**src/rtl/clkseq_pkg.sv**
```systemverilog
package clkseq_pkg;

   typedef enum logic [2:0] {
      ST_IDLE   = 3'd0,
      ST_FRZ    = 3'd1,
      ST_ACHG   = 3'd2,
      ST_ABYP   = 3'd3,
      ST_DCHG   = 3'd4,
      ST_SETTLE = 3'd5
   } seq_state_t;

   function automatic int imax(input int a, input int b);
      return (a > b) ? a : b;
   endfunction

endpackage

```
**src/rtl/clkseq_trig.sv**
```systemverilog
module clkseq_trig #(
   parameter int            CW    = 8,
   parameter logic [CW-1:0] LEGAL = '0
) (
   input  logic          clk,
   input  logic          rst_n,
   input  logic [CW-1:0] req,
   output logic          fire
);
   logic [CW-1:0] req_q;
   logic [CW-1:0] rise;

   always_ff @(posedge clk or negedge rst_n) begin
      if (!rst_n) req_q <= '0;
      else        req_q <= req;
   end

   assign rise = req & ~req_q;
   // one new bit, nothing else set in the field, and that bit is legal
   assign fire = $onehot(rise) && (rise == req) && ((rise & ~LEGAL) == '0);

endmodule

```
**src/rtl/clkseq_timer.sv**
```systemverilog
module clkseq_timer #(
   parameter int CW = 32
) (
   input  logic        clk,
   input  logic        rst_n,
   input  logic        clear,
   output logic [CW:0] elapsed
);
   logic [CW-1:0] cnt;

   always_ff @(posedge clk or negedge rst_n) begin
      if (!rst_n)     cnt <= '0;
      else if (clear) cnt <= '0;
      else            cnt <= cnt + 1'b1;
   end

   assign elapsed = {1'b0, cnt} + {{CW{1'b0}}, 1'b1};

   // a phase always ends before its counter could wrap back to zero
   p_no_wrap_r7: assert property (@(posedge clk) disable iff (!rst_n)
      !clear |=> (cnt != '0));

endmodule

```
**src/rtl/clkseq.sv**
```systemverilog
module clkseq #(
   parameter int              CODE_W    = 8,
   parameter logic [CODE_W-1:0] CODE_FULL = 8'h01,
   parameter logic [CODE_W-1:0] CODE_HALF = 8'h02,
   parameter logic [CODE_W-1:0] CODE_SLOW = 8'h20,
   parameter int              CHG_LINES = 3,
   parameter int              ACHG_W    = 8,
   parameter int              ABYP_W    = 16,
   parameter int              DCHG_W    = 8,
   parameter int              DBYP_W    = 8,
   parameter int              SETTLE_W  = 32
) (
   input  logic                 clk,
   input  logic                 rst_n,
   input  logic [CODE_W-1:0]    req_code,
   input  logic [ACHG_W-1:0]    dly_achg,
   input  logic [ABYP_W-1:0]    dly_abyp,
   input  logic [DCHG_W-1:0]    dly_dchg,
   input  logic [DBYP_W-1:0]    dly_dbyp,
   input  logic [SETTLE_W-1:0]  dly_settle,
   input  logic                 freeze_ack,
   output logic                 freeze_n,
   output logic [CHG_LINES-1:0] chg_n,
   output logic                 pll_bypass,
   output logic                 busy,
   output logic [CODE_W-1:0]    cur_code
);
   import clkseq_pkg::*;

   localparam logic [CODE_W-1:0] LEGAL = CODE_FULL | CODE_HALF | CODE_SLOW;
   localparam int CW = imax(imax(imax(ACHG_W, ABYP_W), imax(DCHG_W, DBYP_W)), SETTLE_W);

   // ---------------- elaboration checks ----------------
   if ($countones(CODE_FULL) != 1 || $countones(CODE_HALF) != 1 ||
       $countones(CODE_SLOW) != 1) begin : g_bad_code
      $error("clkseq: each frequency code must be one-hot");
   end
   if ($countones(LEGAL) != 3) begin : g_bad_overlap
      $error("clkseq: frequency codes must be distinct");
   end
   if (CHG_LINES < 1 || ACHG_W < 1 || ABYP_W < 1 || DCHG_W < 1 ||
       DBYP_W < 1 || SETTLE_W < 1) begin : g_bad_width
      $error("clkseq: widths and line count must be positive");
   end

   // ---------------- request detection ----------------
   logic fire;
   clkseq_trig #(.CW(CODE_W), .LEGAL(LEGAL)) u_trig (
      .clk  (clk),
      .rst_n(rst_n),
      .req  (req_code),
      .fire (fire)
   );

   // ---------------- phase timer ----------------
   seq_state_t    state, state_nxt;
   logic          tmr_clear;
   logic [CW:0]   elapsed;

   clkseq_timer #(.CW(CW)) u_timer (
      .clk    (clk),
      .rst_n  (rst_n),
      .clear  (tmr_clear),
      .elapsed(elapsed)
   );

   logic [CW:0] tgt, byp_tgt, frz_tgt;
   logic        byp_hit, frz_hit, byp_done, frz_done;
   logic [CODE_W-1:0] pend;

   always_comb begin
      byp_tgt = '0;
      frz_tgt = '0;
      byp_tgt[DBYP_W-1:0]   = dly_dbyp;
      frz_tgt[SETTLE_W-1:0] = dly_settle;
   end
   assign byp_hit = (elapsed >= byp_tgt);
   assign frz_hit = (elapsed >= frz_tgt);

   // ---------------- sequencing ----------------
   always_comb begin
      state_nxt = state;
      tgt       = '0;
      unique case (state)
         ST_IDLE:   if (fire) state_nxt = ST_FRZ;
         ST_FRZ:    if (freeze_ack) state_nxt = ST_ACHG;
         ST_ACHG: begin
            tgt[ACHG_W-1:0] = dly_achg;
            if (elapsed >= tgt) state_nxt = ST_ABYP;
         end
         ST_ABYP: begin
            tgt[ABYP_W-1:0] = dly_abyp;
            if (elapsed >= tgt) state_nxt = ST_DCHG;
         end
         ST_DCHG: begin
            tgt[DCHG_W-1:0] = dly_dchg;
            if (elapsed >= tgt) state_nxt = ST_SETTLE;
         end
         ST_SETTLE:
            if ((byp_done || byp_hit) && (frz_done || frz_hit)) state_nxt = ST_IDLE;
         default:   state_nxt = ST_IDLE;
      endcase
   end

   assign tmr_clear = (state_nxt != state) || (state == ST_IDLE) || (state == ST_FRZ);

   always_ff @(posedge clk or negedge rst_n) begin
      if (!rst_n) begin
         state    <= ST_IDLE;
         pend     <= CODE_FULL;
         cur_code <= CODE_FULL;
         byp_done <= 1'b0;
         frz_done <= 1'b0;
      end else begin
         state <= state_nxt;
         if (state == ST_IDLE && fire) pend <= req_code;
         if (state == ST_SETTLE) begin
            byp_done <= byp_done | byp_hit;
            frz_done <= frz_done | frz_hit;
            if (state_nxt == ST_IDLE) cur_code <= pend;
         end else begin
            byp_done <= 1'b0;
            frz_done <= 1'b0;
         end
      end
   end

   // ---------------- outputs ----------------
   logic chg_act;
   assign chg_act    = (state == ST_ABYP) || (state == ST_DCHG);
   assign pll_bypass = (state == ST_DCHG) || (state == ST_SETTLE && !byp_done);
   assign freeze_n   = (state == ST_IDLE) || (state == ST_SETTLE && frz_done);
   assign busy       = (state != ST_IDLE);

   for (genvar g = 0; g < CHG_LINES; g++) begin : g_chg
      assign chg_n[g] = ~chg_act;
   end

   // ---------------- assertions ----------------
   p_start_r2: assert property (@(posedge clk) disable iff (!rst_n)
      (state == ST_IDLE && fire) |=> (!freeze_n && busy));

   p_no_start_r3: assert property (@(posedge clk) disable iff (!rst_n)
      (state == ST_IDLE && !fire) |=> (!busy && freeze_n));

   p_wait_ack_r4: assert property (@(posedge clk) disable iff (!rst_n)
      (state == ST_FRZ && !freeze_ack) |=> (!freeze_n && chg_n == '1));

   p_code_hold_r8: assert property (@(posedge clk) disable iff (!rst_n)
      (state != ST_SETTLE) |=> $stable(cur_code));

   p_code_legal_r8: assert property (@(posedge clk) disable iff (!rst_n)
      $onehot(cur_code) && ((cur_code & ~LEGAL) == '0));

   p_busy_hold_r9: assert property (@(posedge clk) disable iff (!rst_n)
      (busy && state != ST_SETTLE) |=> busy);

   p_lines_together_r11: assert property (@(posedge clk) disable iff (!rst_n)
      ($countones(chg_n) == 0) || ($countones(chg_n) == CHG_LINES));

   p_chg_frozen_r11: assert property (@(posedge clk) disable iff (!rst_n)
      (chg_n != '1) |-> !freeze_n);

endmodule

```
**config.mk**
```make
export PLATFORM = sky130hd
export DESIGN_NAME = clkseq
export DESIGN_NICKNAME = d
export VERILOG_FILES = /design/src/rtl/clkseq_pkg.sv /design/src/rtl/clkseq_trig.sv /design/src/rtl/clkseq_timer.sv /design/src/rtl/clkseq.sv
export SDC_FILE = /design/constraint.sdc
export NUM_CORES = 1
export LEC_CHECK = 0
export CORE_ASPECT_RATIO = 0.7
export CORE_MARGIN = 1
export CORE_UTILIZATION = 55
export DETAILED_ROUTE_END_ITERATION = 7
export GPL_ROUTABILITY_DRIVEN = 0
export GPL_TIMING_DRIVEN = 0
export HOLD_SLACK_MARGIN = 0.15
export PLACE_DENSITY = 0.83
export SETUP_SLACK_MARGIN = 0.5
export SYNTH_ARGS = -nofsm -noshare
export SYNTH_HDL_FRONTEND = slang
export SYNTH_SLANG_ARGS = --single-unit
```
**constraint.sdc**
```tcl
create_clock -name clk -period 8 [get_ports clk]
set_input_delay 2 -clock clk [delete_from_list [all_inputs] [get_ports clk]]
set_output_delay 2 -clock clk [all_outputs]
set_load 0.02 [all_outputs]
```
---- Yosys cells after proc, flatten, opt, wreduce, memory -nomap -nowiden ----
Cells that the tools add are included.
Widths: inputs -> output; s select.
operators by class
  bitwise gates (word level) .............. 5
  reductions and logical operators ........ 19
  equality and inequality tests ........... 8
  order comparisons ....................... 5
  add/subtract/negate cells ............... 9
  mux-type cells .......................... 10
operators with widths
  operator               count
  $ge 33x8->1            3
  $add 32x1->33 const B  1
  $ge 33x16->1           1
  $ge 33x32->1           1
  $add 32x1->32 const B  1
  $mux 32                1
  $mux 3                 6
  $pmux 3 s6             1
  $add 4x4->4            3
  $add 1x1->2            4
  $and 8x8->8            1
  $eq 8x8->1             1
  $logic_not 8->1        1
  $not 8->8              1
  $logic_or 1x1->1       7
  $eq 3x2->1 const B     2
  $eq 3x3->1 const B     2
  $logic_and 1x1->1      6
  $logic_not 3->1        2
  $eq 4x1->1 const B     1
  $eq 3x1->1 const B     1
  $ne 3x3->1             1
  $reduce_bool 3->1      1
  $mux 1                 2
  other kinds (4)        5
word-level totals
  input port bits ......................... 83
  output and inout port bits .............. 14
  flip-flop bits (word level) ............. 61
  word-level logic and storage cells ...... 63

---- Longest topological paths before layout ----
  depth in word-level cells ............... 14
  depth in mapped cells ................... 17
  gate-level depth less buffers ........... 16

---- By module ----
Synthesis repeated with hierarchy kept, for this count alone.
second synthesis, totals
  cells, all modules ...................... 572
  area total of the unflattened synthesis .. 5107.4 um^2
by module, submodules not included
  module        instances  area each (um^2)  cells an instance
  clkseq        1          2813.9            342
  clkseq_timer  1          1839.3            194
  clkseq_trig   1          454.2             36

---- Worst setup path before layout ----
OpenSTA, ideal clock, no wires.
  path type ............................... input to register
  start ................................... input port req_code[0]
  end ..................................... register pend[1]
  arrival ................................. 5.180 ns
  library setup time ...................... 0.125 ns
  buffers on the path ..................... 1
  stages .................................. 12
  slack ................................... 2.695 ns
  data required time ...................... 7.875 ns
  path through ............................ nor2b_1 > ha_1 > inv_1 > fa_1 > inv_1 > fa_1 > ha_1 > or4b_2 > a221oi_1 > and3_1 > clkbuf_1 > mux2_2
on the way
  word-level cells in the longest chain between the ends .. 8
  elaborated cells on any way between the ends .. 9
  classes of those cells .................. add/sub: 3; eq/ne: 2; bitwise: 1; reduce/logical: 3
RTL lines
  element                                         line               RTL
  start, declared                                 clkseq.sv:15       input logic [CODE_W-1:0] req_code,
  $and 8x8->8                                     clkseq_trig.sv:18  assign rise = req & ~req_q;
  $add 1x1->2 (not written as such)               clkseq_trig.sv:20  assign fire = $onehot(rise) && (rise == req) && ((rise & ~LEGAL) == '0);
  $add 4x4->4 (not written as such) (2 in a row)  clkseq_trig.sv:20
  $eq 4x1->1                                      clkseq_trig.sv:20
  $logic_and 1x1->1 * (2 in a row)                clkseq_trig.sv:20
  $logic_and 1x1->1 *                             clkseq.sv:116      if (state == ST_IDLE && fire) pend <= req_code;
  end signal, assigned                            clkseq.sv:116
  end, declared                                   clkseq.sv:69       logic [CODE_W-1:0] pend;
Every way passes the cells marked *; elsewhere a longest branch is shown, timed or not.
A chain may end at the register's enable or synchronous reset.

---- Final worst setup path ----
  start ................................... input port req_code[2]
  end ..................................... register pend[2]
on the way
  word-level cells in the longest chain between the ends .. 8
  elaborated cells on any way between the ends .. 10
  classes of those cells .................. add/sub: 3; eq/ne: 2; bitwise: 1; reduce/logical: 4
RTL lines
  element                                         line
  $and 8x8->8                                     clkseq_trig.sv:18
  $add 1x1->2 (not written as such)               clkseq_trig.sv:20
  $add 4x4->4 (not written as such) (2 in a row)  clkseq_trig.sv:20
  $eq 4x1->1                                      clkseq_trig.sv:20
  $logic_and 1x1->1 (2 in a row)                  clkseq_trig.sv:20
  $logic_and 1x1->1                               clkseq.sv:116
Parallel ways exist; a longest one is shown, timed or not.

==> results.yml <==
status:
  status: "finished clean"
timing:
  setup-tns-final_ns: 0
  max_freq_mhz: 174
  finalCritPeriodShare: 0.720
  fin_skew_ns: 0.00803
  maxSlewViolCount: 0
  finalHoldViolCount: 0
  rsz0062_at_grt: "false"
  relSlewSlack: 0.463
  min_period_ns: 5.76
  finalSetupViolCount: 0
  tightestPinTransition_ns: 0.799
worst_setup_path:
  crit_start: "req_code[2]"
  crit_required_ns: 8.22
  end_kind: "flip-flop"
  r2r_start: "u_timer.cnt[0]"
  cp_max_fo: 9
  worst-r2r-setup-slack_ns: 2.81
  critical_path_class: "in -> reg"
  cp-start-kind: "primary input"
  critPathArrivalTime_ns: 5.98
  r2r-end: "cur_code[6]"
  reg2regPathDepth: 16
power_and_ir_drop:
  ir_drop_mv: 0.126
  leakagePower_nw: 3.57
  p_total_w: 0.000992
  power_density_nw_per_um2: 143
layout:
  final_util: 0.717
  layout_commonest_cell: "clkdlybuf4s50_1"
  antennaDiodeCount: 0
  syn2layout_area_growth_pct: 26.6
  seqCellArea_sq_um: 1530
  fillers: 713
  multi_input_area_sq_um: 3520
  final_cell_mix: "clkdlybuf4s50_1, inv_1, ha_1, dfrtp_1, a21oi_1"
  drive_above_1_share: 0.0745
  final_area_sq_um: 6950
  nets: 885
  finalNonFillerCells: 853
global_routing:
  grt_pass1_vias: 5043
  overflow: 0
  grt_usage: 0.292
  grt_max_degree: 38
  grt_pass1_wl_um: 24000
  antenna_found_initial: 0
synthesis:
  synth_edf_count: 0
  yosys_warnings: 0
  yosys.area_share.simple: 0.190
  netlist.area_leader.share: 0.269
  synth.area.top_cells: "dfrtp_1, ha_1, inv_1"
  synth_top_cell_by_area: "dfrtp_1"
  synth_compound_area_frac: 0.172
  yosys.area_share.xor_xnor: 0.0479
  synthAdderAreaFrac: 0.192
  synth_seq_area_share: 0.279
  async_flop_share: 1.00
  syn_area_sq_um: 5490
  syn_nets: 777
  avgSynthCellArea_sq_um: 8.97
  netlist_instances: 612
  ys_ff_latch: 61
  synth_ff_type: "dfrtp_1"
  synth_top_family_by_area: "adder cells"
  synth_cell_type_count: 70
  synth_mux_area_frac: 0.0397
route:
  drt-initial-drc-count: 559
  antenna_left: 0
  viasPerCell: 5.91
  num_vias: 5040
  met3_length_um: 1010
  wirelength_um: 14000
  top_layer: "met4"
  met2_length_um: 6280
  drc: 0
  wl_per_cell_um: 16.4
  dr.pass1.iters: 5
  met1_length_um: 6380
cts:
  clkLatencyLatePin_ns: 0.34
  cts_tree: "yes"
  numClockSinks: 61
  cts_buffers: 9
  hold_buffers: 0
  cts_setup_buffers: 0
  path_clk_slew_ns: 0.06
  cts_repair_resize_count: 0
  cts.path.max_buffers: 2
  root_buffer: "clkbuf_16"
  htree_levels: 3
die:
  die-area_sq_um: 10400
  die_width_um: 121
  die_h_um: 85.6
  coreArea_sq_um: 9680
  io_pins: 97
  start_util: 0.567
  num_rows: 30
placed_design:
  hpwl_um: 11000
  dpl_cell_area_sq_um: 6620
  place_inst: 837
  port_buffers: 96
min_path:
  min_path_type: "reg -> reg"
  holdPathEnd: "cur_code[4]"
  hold_depth: 1
  worstHoldStart: "pend[4]"
job:
  cap_violations: 0
-- state kept, by name, summed over array words and instances (netlist names) --
| signal | flops |
|---|---|
| u_trig.req_q | 8 |
| cur_code | 8 |
| u_timer.cnt | 32 |
| state | 3 |
| byp_done | 1 |
| pend | 8 |
| frz_done | 1 |
-- synthesized netlist by cell type, types with 3 or more instances --
library cell / instances
ha_1: 78
nor3_1: 8
buf_2: 10
and4_1: 6
or3_1: 7
nand2_1: 27
dfrtp_1: 59
and2_1: 3
nor4_1: 11
mux2_2: 5
nand4_1: 25
a21o_1: 18
clkbuf_1: 9
nand2b_1: 7
a211oi_1: 7
inv_1: 85
mux2_4: 8
xnor2_1: 20
mux2i_1: 3
nor2_1: 23
o21ai_0: 12
nand3_1: 23
xor2_1: 10
o211ai_1: 3
fa_1: 4
a21boi_0: 3
o2111ai_1: 3
a31oi_1: 4
a21oi_1: 29
nor2b_1: 15
and3_1: 11
a21boi_1: 23
a22oi_1: 3
-- layer usage --
| layer | vias to the layer above | GRT usage |
|---|---|---|
| met1 | 2365 | 0.399 |
| met5 | - | 0 |
| met4 | 0 | 0.0819 |
| met3 | 30 | 0.0559 |
| li1 | 2421 | - |
| met2 | 224 | 0.473 |
-- layout make-up --
class	count	share of cell area
multi-input combinational	442	0.507
sequential	61	0.220
timing repair buffer	97	0.140
inverter	85	0.0459
clock buffer	9	0.0324
tap	128	0.0231
buffer	24	0.0169
clock inverter	7	0.0140
-- worst max-delay path by stage --
stage	to	slack, ns	depth (start not counted)
6_report	pend[2]	2.24	13
3_5_place_dp	pend[2]	1.87	13
2_1_floorplan	pend[1]	2.70	12
4_1_cts	pend[2]	2.20	13
3_3_place_gp	pend[3]	1.98	13
5_1_grt	pend[2]	1.99	13
-- worst max-delay path, cell delays in order --
cell and delay, ns:
clkdlybuf4s50_1 0.54, nand2b_1 0.12, ha_1 0.30, inv_1 0.05, fa_1 0.38, inv_1 0.09, fa_1 0.42, ha_1 0.29
or4b_2 0.61, a221oi_1 0.20, and3_1 0.19, clkbuf_1 0.39, mux2_2 0.40
-- report_power, final --
group,internal [W],total [W],switching [W]
sequential,0.000323,0.000340,0.0000167
combinational,0.000110,0.000232,0.000122
clock,0.000273,0.000420,0.000147
total,0.000707,0.000992,0.000285
-- cell families (layout without fill, tap and decap cells) --
kind of cell    count (synthesis)  in the layout
simple gates                  180            180
compound gates                133            133
buf+inv                       109            222
fa+ha+maj                      82             82
flops                          61             61
xor+xnor                       30             30
mux                            17             17
-- through the flow --
| stage | setup slack (ns) | hold WS (ns) |
|---|---|---|
| final | 2.24 | 0.500 |
| after global routing | 1.99 | 0.524 |
| after CTS | 2.20 | 0.500 |
| after detailed placement | 1.87 | 0.489 |
| after global placement | 1.98 | 0.486 |
| after floorplan | 2.70 | 0.464 |
Note: power is estimated with default switching activity, not from simulation.
